$ cat src/rtl/spi_cmd_pkg.sv
package spi_cmd_pkg;
    typedef enum logic [1:0] {
        SQ_IDLE  = 2'd0,
        SQ_SHIFT = 2'd1,
        SQ_LOAD  = 2'd2
    } seq_st_e;

    localparam logic [3:0] A_OPCODE = 4'h0;
    localparam logic [3:0] A_COUNTS = 4'h1;
    localparam logic [3:0] A_CTRL   = 4'h2;
    localparam logic [3:0] A_DATA   = 4'hC;
    localparam logic [3:0] A_STATUS = 4'hD;
endpackage

$ cat src/rtl/spi_clk_div.sv
module spi_clk_div #(
    parameter int DIV_W = 2
) (
    input  logic             clk,
    input  logic             rst_n,
    input  logic             en,
    input  logic [DIV_W-1:0] sel,
    output logic             tick
);
    typedef struct packed { logic [DIV_W-1:0] cnt; } div_t;
    div_t d, q;

    always_comb begin
        d    = q;
        tick = en && (q.cnt == sel);
        if (!en || tick) d.cnt = '0;
        else             d.cnt = q.cnt + DIV_W'(1);
    end

    always_ff @(posedge clk or negedge rst_n) begin
        if (!rst_n) q <= '0;
        else        q <= d;
    end
endmodule

$ cat src/rtl/spi_ring.sv
module spi_ring #(
    parameter int DEPTH = 8,
    parameter int W     = 8
) (
    input  logic                     clk,
    input  logic                     rst_n,
    input  logic                     clr,
    input  logic                     wr,
    input  logic                     inc,
    input  logic [W-1:0]             wdata,
    output logic [W-1:0]             rdata,
    output logic [$clog2(DEPTH)-1:0] ptr
);
    localparam int PW = $clog2(DEPTH);

    typedef struct packed {
        logic [DEPTH-1:0][W-1:0] mem;
        logic [PW-1:0]           ptr;
    } ring_t;
    ring_t d, q;

    always_comb begin
        d = q;
        if (wr)  d.mem[q.ptr] = wdata;
        if (clr)      d.ptr = '0;
        else if (inc) d.ptr = q.ptr + PW'(1);
    end

    always_ff @(posedge clk or negedge rst_n) begin
        if (!rst_n) q <= '0;
        else        q <= d;
    end

    assign rdata = q.mem[q.ptr];
    assign ptr   = q.ptr;


    ptr_step_chk: assert property (@(posedge clk) disable iff (!rst_n)
        !$past(clr) |-> (q.ptr == $past(q.ptr)) || (q.ptr == $past(q.ptr) + PW'(1)));
endmodule

$ cat src/rtl/spi_shift_seq.sv
module spi_shift_seq
    import spi_cmd_pkg::*;
#(
    parameter int CNT_W = 5
) (
    input  logic             clk,
    input  logic             rst_n,
    input  logic             start,
    input  logic [7:0]       opcode,
    input  logic [CNT_W-1:0] nbytes,
    input  logic             tick,
    input  logic             miso,
    input  logic [7:0]       ring_rd,
    output logic             busy,
    output logic             div_en,
    output logic             sclk,
    output logic             cs_n,
    output logic             mosi,
    output logic             ring_wr,
    output logic             ring_inc,
    output logic [7:0]       ring_wdata
);
    typedef struct packed {
        seq_st_e          st;
        logic [7:0]       sh;
        logic [7:0]       rx;
        logic [2:0]       bitc;
        logic [CNT_W-1:0] left;
        logic             is_data;
        logic             sclk;
        logic             cs_n;
    } seq_t;
    seq_t d, q;

    always_comb begin
        d        = q;
        ring_wr  = 1'b0;
        ring_inc = 1'b0;
        case (q.st)
            SQ_IDLE: if (start) begin
                d.st      = SQ_SHIFT;
                d.sh      = opcode;
                d.bitc    = '0;
                d.left    = nbytes;
                d.is_data = 1'b0;
                d.cs_n    = 1'b0;
                d.sclk    = 1'b0;
            end
            SQ_SHIFT: if (tick) begin
                if (!q.sclk) begin
                    d.sclk = 1'b1;
                    d.rx   = {q.rx[6:0], miso};
                end else begin
                    d.sclk = 1'b0;
                    if (q.bitc == 3'd7) begin
                        d.bitc = '0;
                        if (q.is_data) begin
                            ring_wr  = 1'b1;
                            ring_inc = 1'b1;
                        end
                        if (q.left == '0) begin
                            d.st   = SQ_IDLE;
                            d.cs_n = 1'b1;
                        end else begin
                            d.st      = SQ_LOAD;
                            d.left    = q.left - CNT_W'(1);
                            d.is_data = 1'b1;
                        end
                    end else begin
                        d.bitc = q.bitc + 3'd1;
                        d.sh   = {q.sh[6:0], 1'b0};
                    end
                end
            end
            SQ_LOAD: begin
                d.sh = ring_rd;
                d.st = SQ_SHIFT;
            end
            default: d.st = SQ_IDLE;
        endcase
    end

    always_ff @(posedge clk or negedge rst_n) begin
        if (!rst_n) begin
            q      <= '0;
            q.st   <= SQ_IDLE;
            q.cs_n <= 1'b1;
        end else begin
            q <= d;
        end
    end

    assign busy       = (q.st != SQ_IDLE);
    assign div_en     = (q.st == SQ_SHIFT);
    assign sclk       = q.sclk;
    assign cs_n       = q.cs_n;
    assign mosi       = q.sh[7];
    assign ring_wdata = q.rx;


    sclk_idle_chk: assert property (@(posedge clk) disable iff (!rst_n)
        q.cs_n |-> !q.sclk);

    idle_deselect_chk: assert property (@(posedge clk) disable iff (!rst_n)
        (q.st == SQ_IDLE) |-> q.cs_n);

    mosi_hold_chk: assert property (@(posedge clk) disable iff (!rst_n)
        (q.sclk && $past(q.sclk)) |-> $stable(mosi));
endmodule

$ cat src/rtl/spi_cmd_engine.sv
module spi_cmd_engine
    import spi_cmd_pkg::*;
#(
    parameter int RING_DEPTH = 8,
    parameter int MAX_CNT    = 8,
    parameter int DIV_W      = 2
) (
    input  logic       clk,
    input  logic       rst_n,
    input  logic       bus_wr,
    input  logic       bus_rd,
    input  logic [3:0] bus_addr,
    input  logic [7:0] bus_wdata,
    output logic [7:0] bus_rdata,
    output logic       spi_sclk,
    output logic       spi_cs_n,
    output logic       spi_mosi,
    input  logic       spi_miso
);
    localparam int PW    = $clog2(RING_DEPTH);
    localparam int CNT_W = $clog2(2 * MAX_CNT + 1);

    typedef struct packed {
        logic [7:0]       op;
        logic [7:0]       cnt;
        logic [DIV_W-1:0] spd;
    } regs_t;
    regs_t d, q;

    logic             busy, tick, div_en;
    logic             seq_wr, seq_inc;
    logic [7:0]       seq_wdata, ring_rd;
    logic [PW-1:0]    ptr;
    logic             start, ptr_clr, port_wr, port_rd;
    logic [CNT_W-1:0] tx_eff, rx_eff;

    always_comb begin
        start   = bus_wr && !busy && (bus_addr == A_CTRL) && bus_wdata[0];
        ptr_clr = bus_wr && !busy && (bus_addr == A_CTRL) && bus_wdata[4];
        port_wr = bus_wr && !busy && (bus_addr == A_DATA);
        port_rd = bus_rd && !busy && (bus_addr == A_DATA);
        tx_eff  = (q.cnt[3:0] > 4'(MAX_CNT)) ? CNT_W'(MAX_CNT) : CNT_W'(q.cnt[3:0]);
        rx_eff  = (q.cnt[7:4] > 4'(MAX_CNT)) ? CNT_W'(MAX_CNT) : CNT_W'(q.cnt[7:4]);

        d = q;
        if (bus_wr && !busy) begin
            case (bus_addr)
                A_OPCODE: d.op  = bus_wdata;
                A_COUNTS: d.cnt = bus_wdata;
                A_STATUS: d.spd = bus_wdata[4 +: DIV_W];
                default:  ;
            endcase
        end

        case (bus_addr)
            A_OPCODE: bus_rdata = q.op;
            A_COUNTS: bus_rdata = q.cnt;
            A_CTRL:   bus_rdata = {7'b0, busy};
            A_DATA:   bus_rdata = ring_rd;
            A_STATUS: bus_rdata = {2'b0, 2'(q.spd), 1'b0, 3'(ptr)};
            default:  bus_rdata = 8'h00;
        endcase
    end

    always_ff @(posedge clk or negedge rst_n) begin
        if (!rst_n) q <= '0;
        else        q <= d;
    end

    spi_ring #(.DEPTH(RING_DEPTH), .W(8)) u_ring (
        .clk   (clk),
        .rst_n (rst_n),
        .clr   (ptr_clr),
        .wr    (seq_wr | port_wr),
        .inc   (seq_inc | port_wr | port_rd),
        .wdata (busy ? seq_wdata : bus_wdata),
        .rdata (ring_rd),
        .ptr   (ptr)
    );

    spi_clk_div #(.DIV_W(DIV_W)) u_div (
        .clk   (clk),
        .rst_n (rst_n),
        .en    (div_en),
        .sel   (q.spd),
        .tick  (tick)
    );

    spi_shift_seq #(.CNT_W(CNT_W)) u_seq (
        .clk        (clk),
        .rst_n      (rst_n),
        .start      (start),
        .opcode     (q.op),
        .nbytes     (tx_eff + rx_eff),
        .tick       (tick),
        .miso       (spi_miso),
        .ring_rd    (ring_rd),
        .busy       (busy),
        .div_en     (div_en),
        .sclk       (spi_sclk),
        .cs_n       (spi_cs_n),
        .mosi       (spi_mosi),
        .ring_wr    (seq_wr),
        .ring_inc   (seq_inc),
        .ring_wdata (seq_wdata)
    );


    cnt_hold_chk: assert property (@(posedge clk) disable iff (!rst_n)
        (busy && $past(busy)) |-> $stable(q.cnt));

    op_hold_chk: assert property (@(posedge clk) disable iff (!rst_n)
        (busy && $past(busy)) |-> $stable(q.op));
endmodule

$ cat config.mk
export PLATFORM = sky130hd
export DESIGN_NAME = spi_cmd_engine
export DESIGN_NICKNAME = d
export VERILOG_FILES = /design/src/rtl/spi_cmd_pkg.sv /design/src/rtl/spi_clk_div.sv /design/src/rtl/spi_ring.sv /design/src/rtl/spi_shift_seq.sv /design/src/rtl/spi_cmd_engine.sv
export SDC_FILE = /design/constraint.sdc
export NUM_CORES = 1
export LEC_CHECK = 0
export BUFFER_PORTS_ARGS = -buffer_cell sky130_fd_sc_hd__buf_2
export CAP_MARGIN = 5
export CELL_PAD_IN_SITES_DETAIL_PLACEMENT = 1
export CELL_PAD_IN_SITES_GLOBAL_PLACEMENT = 1
export CORE_AREA = 2 2 154 81
export DETAILED_ROUTE_END_ITERATION = 8
export DIE_AREA = 0 0 156 83
export PLACE_DENSITY_LB_ADDON = 0.1
export SYNTH_ARGS = -nofsm -noshare
export SYNTH_HDL_FRONTEND = slang
export SYNTH_SLANG_ARGS = --single-unit
$ cat constraint.sdc
create_clock -name clk -period 5 [get_ports clk]
set_clock_uncertainty 0.2 [all_clocks]
set_input_delay 0.5 -clock clk [delete_from_list [all_inputs] [get_ports clk]]
set_output_delay 0.5 -clock clk [all_outputs]
set_load 0.02 [all_outputs]
# After elaboration in Yosys (flattened, before gate mapping)
# Cells that the tools add are included.
[totals] ramBits=0 mem_count=0 register_bits=116 latchBits=0 in_bits=17 rom_bits=0 elab_cells=113 out_inout_bits=11
[classes] add_sub_neg=5 muxes=36 n_shift=0 n_div=0 mul=0 reduce_logical=29 magnitude_cmp=4 eq_ne=15 n_bitwise=3
[op_table] cell="$bwmux 64" count=1
[op_table] cell="$mux 8" count=5
[op_table] cell="$pmux 8 s5" count=1
[op_table] cell="$mux 29" count=1
[op_table] cell="$bmux 8 s3" count=1
[op_table] cell="$demux 8 s3" count=1
[op_table] cell="$pmux 8 s3" count=1
[op_table] cell="$pmux 11 s2" count=1
[op_table] cell="$mux 10" count=2
[op_table] cell="$mux 6" count=2
[op_table] cell="$reduce_and 6->1" count=2
[op_table] cell="$mux 11" count=1
[op_table] cell="$logic_and 1x1->1" count=9
[op_table] cell="$mux 1" count=9
[op_table] cell="$mux 3" count=3
[op_table] cell="$mux 9" count=1
[op_table] cell="$eq 4x4->1 const B" count=2
[op_table] cell="$gt 4x4->1 const B" count=2
[op_table] cell="$mux 4" count=2
[op_table] cell="$ne 2x2->1 const B" count=4
[op_table] cell="$reduce_and 4->1" count=2
[op_table] cell="$add 3x1->3 const B" count=2
[op_table] cell="$mux 2" count=3
[op_table] cell="$ne 2x1->1 const B" count=3
[op_table] cell="24 further kinds" count=31

# Depth between registers and ports, before layout
[logic_depth] word_depth=9 ltp_mapped=9 mapped_depth_nobuf=7

# Modules after synthesis
# Synthesis repeated with hierarchy kept, for this count alone.
[unflattened] hier_cells=512 area_unflattened_um2=6338.6
[modules_own_cells] module="spi_ring" area_each_um2=3244.4 cells_per_inst=230 instances=1
[modules_own_cells] module="spi_shift_seq" area_each_um2=1692.9 cells_per_inst=153 instances=1
[modules_own_cells] module="spi_cmd_engine" area_each_um2=1275.0 cells_per_inst=116 instances=1
[modules_own_cells] module="spi_clk_div" area_each_um2=126.4 cells_per_inst=13 instances=1

# Least setup slack after synthesis
# OpenSTA, ideal clock, no wires.
[synth_timing] path_type="reg-to-output" startpoint="register u_seq.q[27] in the netlist's numbering" endpoint="output port bus_rdata[0]" path_buffers=2 path_stages_with_launch=8 arrival_time_ns=1.889 setup_slack_ns=2.411 path_cell_list="dfrtp_1 > inv_1 > ha_1 > buf_4 > clkbuf_1 > o21ai_0 > a222oi_1 > o21ai_0"
[synth_via] elab_chain_len=2
[synth_lines] item="start, declared" line_no="spi_shift_seq.sv:33" text="seq_t d, q;"
[synth_lines] item="$reduce_bool 2->1" line_no="spi_shift_seq.sv:93" text="assign busy = (q.st != SQ_IDLE);"
[synth_lines] item="$pmux 8 s5" line_no="spi_cmd_engine.sv:55" text="case (bus_addr)"
[synth_lines] item="end, declared" line_no="spi_cmd_engine.sv:14" text="output logic [7:0] bus_rdata,"
# No other way between the ends.

# Worst setup path in the final report
[layout_timing] startpoint="register u_ring.q (netlist bit u_ring.ptr[1])" endpoint="output port bus_rdata[4]"
[layout_via] elab_chain_len=3
[layout_lines] item="start, declared" line_no="spi_ring.sv:20" text="ring_t d, q;"
[layout_lines] item="start signal, assigned" line_no="spi_ring.sv:30" text="if (!rst_n) q <= '0;"
[layout_lines] item="start signal, assigned" line_no="spi_ring.sv:31" text="else q <= d;"
[layout_lines] item="$bmux 8 s3" line_no="spi_ring.sv:34" text="assign rdata = q.mem[q.ptr];"
[layout_lines] item="$mux 8 (not written as such)" line_no="spi_ring.sv:34"
[layout_lines] item="$pmux 8 s5" line_no="spi_cmd_engine.sv:55"
# No other way between the ends. The select of a mux whose other input is x is not followed.

==> impl_metrics.yaml <==
status:
  outcome: "finished clean"
yosys:
  synthesis.area_um2: 5919
  syn_avg_cell_area_um2: 10.42
  ys_ff_latch: 116
  synth-edff-count: 0
  synth_area_leaders: "dfrtp_1 (49%), mux2_2 (5.9%), o21ai_0 (4.8%)"
  synth-warning-count: 0
  synth-async-reset-ratio: 1.000
  yosysSeqAreaShare: 0.4906
  synth_top_area_cell: "dfrtp_1"
  synthFlopType: "dfrtp_1"
  synth_cells: 568
  synthesis.nets: 600
  synth_cell_types: 71
  yosysTopAreaCellShare: 0.4862
grt:
  grt_overflow: 0
  grt_pass1_wl_um: 27920
  grt_pass1_vias: 4774
  antenna_found_initial: 0
  track_usage: 0.2891
  grt_max_degree: 81
worst_setup_path:
  critPathRequiredTime_ps: 4300
  slowest_stage: "dfrtp_1"
  path_buf_inv: 2
  critPathMaxStageDelay_ps: 950
  crit_path_max_fanout: 21
  crit_family: "flip-flops"
  crit_path_end_kind: "primary output"
  cp-startpoint: "u_ring.ptr[1]$_DFFE_PN0P_"
  start_kind: "register"
  path_class: "reg -> out"
  crit_chain: "clkinv_1 -> o31ai_1 -> nor2_1 -> o21ai_0 -> buf_2"
  reg2reg_from: "u_seq.q[27]$_DFFE_PN0P_"
  arrival_ps: 3030
drt:
  wl_per_cell_um: 23.42
  antenna_left: 0
  wl_um: 17540
  drcViolationCount: 0
  vias: 4664
  vias_per_cell: 6.227
  drt_pre_antenna_iters: 5
  first_iter_violations: 373
sta:
  holdWs_ps: 56.82
  hold_violations: 0
  fmax_ghz: 0.2679
  final_max_slew_viol_count: 0
  fin_crit_ps: 3733
  worst_slew_pin_slew_ps: 1052
  fin_crit_sh: 0.7465
  slew_headroom: 0.2984
  setup_viol: 0
  setup_tns_ps: 0
  rsz0062_at_grt: "false"
layout:
  fillers: 1237
  fin_area_um2: 6669
  antenna_cells: 0
  area_growth_pct: 12.66
  multi_input_comb_area_um2: 2809
  fin_nets: 620
  fin_util: 0.5786
  drive_gt1_frac: 0.1937
  seq_area_um2: 2904
cts:
  cts-root-buf: "clkbuf_16"
  cts_hold_buffers: 0
  numCtsBuffers: 17
  clock_latency_ps: 410
  clkTransAtPathRegs_ps: 50
  h-tree-depth: 4
  clk_path_buf_depth: 2
  clkSinkCount: 116
  cts_setup_buffers: 0
  cts-resized-gates: 0
  cts_tree: "yes"
floorplanning:
  die_y_um: 83
  design.die.area_um2: 12950
  rows: 28
  fp.coreArea_um2: 11530
  initial_core_util: 0.5136
  die_x_um: 156
  io_pins: 28
power:
  p_leak_uw: 0.002994
  peakVddDrop_v: 0.0003378
  p_per_area_nw_per_um2: 572.2
worst_hold_path:
  hold_path.class: "in -> async"
placed_design:
  hpwl_um: 12650
  numPortBuffers: 27
  place_congestion: 0.9013
  place_area_um2: 6102
flow_run:
  drv_cap: 0
-- worst reg2reg max path: stages, from the launching register on --
cell and delay, ps:
dfrtp_1 420, inv_1 140, ha_1 760, nand2_1 210
or2_2 410, a211oi_4 730, nor2_1 100, a21oi_1 170
-- layout by cell type, fill, tap and decap left out, types with 4 or more instances in the layout --
cell type  instances
a221oi_1           4
a21oi_1           37
nand2_1           59
a222oi_1           6
ha_1              14
o22ai_1            4
buf_2             26
o211ai_2           5
buf_4              4
nand3b_1           4
o21ai_0           57
nor2_1            57
clkbuf_16         17
nand3_1            8
a22oi_1            9
and3_1             8
a31oi_1            8
nor2b_1           11
mux2i_1           18
inv_1              8
dfrtp_1          115
o21ai_1            4
mux2_2            31
nand2b_1           4
nor3_1             6
xnor2_1            7
-- power breakdown --
part	internal, µW	switching (µW)	leakage, µW
Clock	751	432	0.000271
Sequential	1120	221	0.00153
Combinational	470	822	0.00119
-- path summary, 6_finish.rpt --
kind                                                    to  slack [ps]  cells past startpoint
max reg2reg                       u_ring.q[62]$_DFFE_PN0P_        1770                      7
max in group asynchronous           u_seq.cs_n$_DFFE_PN1P_        3410                      2
min reg2reg                       u_ring.q[20]$_DFFE_PN0P_         280                      2
min in group clk           u_seq.ring_wdata[0]$_DFFE_PN0P_         140                      2
max                                           bus_rdata[4]        1270                      5
min                               u_ring.q[60]$_DFFE_PN0P_          60                      1
-- logic make-up after synthesis --
| group | after synthesis | share of synthesized area |
|---|---|---|
| mux | 53 | 0.1034 |
| compound gates | 162 | 0.1803 |
| simple gates | 175 | 0.1475 |
| buf+inv | 40 | 0.03487 |
| fa+ha+maj | 15 | 0.03297 |
| xor+xnor | 7 | 0.01036 |
| flops | 116 | 0.4906 |
-- flip-flops by register name, summed over array words and instances, names as in the netlist, 2 cells and up --
name / flops
q: 18
u_div.q: 2
u_ring.ptr: 3
u_ring.q: 64
u_seq.q: 18
u_seq.ring_wdata: 8
-- per-stage QoR --
| stage | power (µW) | worst slack, ps | cells |
|---|---|---|---|
| global placement | 2538 | 1877 | 719 |
| detailed placement | 2604 | 1744 | 719 |
| CTS | 3796 | 1293 | 749 |
| finish | 3816 | 1267 | 749 |
| global route | 4004 | 1132 | 749 |
| floorplan | 2220 | 2411 | 568 |
-- cell usage after synthesis (2+ instances only) --
cell type	number
a211oi_1	3
a211oi_4	2
a21oi_1	37
a21oi_2	2
a221oi_1	4
a222oi_1	6
a22o_1	3
a22oi_1	9
a31oi_1	8
a32o_1	2
and2_1	2
and3_1	8
buf_2	13
buf_4	4
buf_6	2
clkbuf_1	8
clkinv_1	3
dfrtp_1	115
ha_1	14
inv_1	8
mux2_2	31
mux2i_1	18
mux4_2	3
nand2_1	59
nand2b_1	4
nand3_1	8
nand3b_1	4
nor2_1	57
nor2b_1	11
nor3_1	6
o211ai_1	2
o211ai_2	5
o21ai_0	57
o21ai_1	4
o22ai_1	4
xnor2_1	7
-- metal layers --
layer  share of wire  GRT usage
met1            0.50     0.4529
met2            0.41     0.3825
met3           0.080    0.07933
met4           0.011    0.08924
met5               0          0
-- final cells by class --
type,instances,share of cell area
clock buffer,21,0.06904
clock inverter,9,0.01595
inverter,11,0.006191
multi-input combinational,412,0.4212
sequential,116,0.4355
tap,150,0.02814
timing repair buffer,30,0.02402
Note: power is estimated with default switching activity, not from simulation.
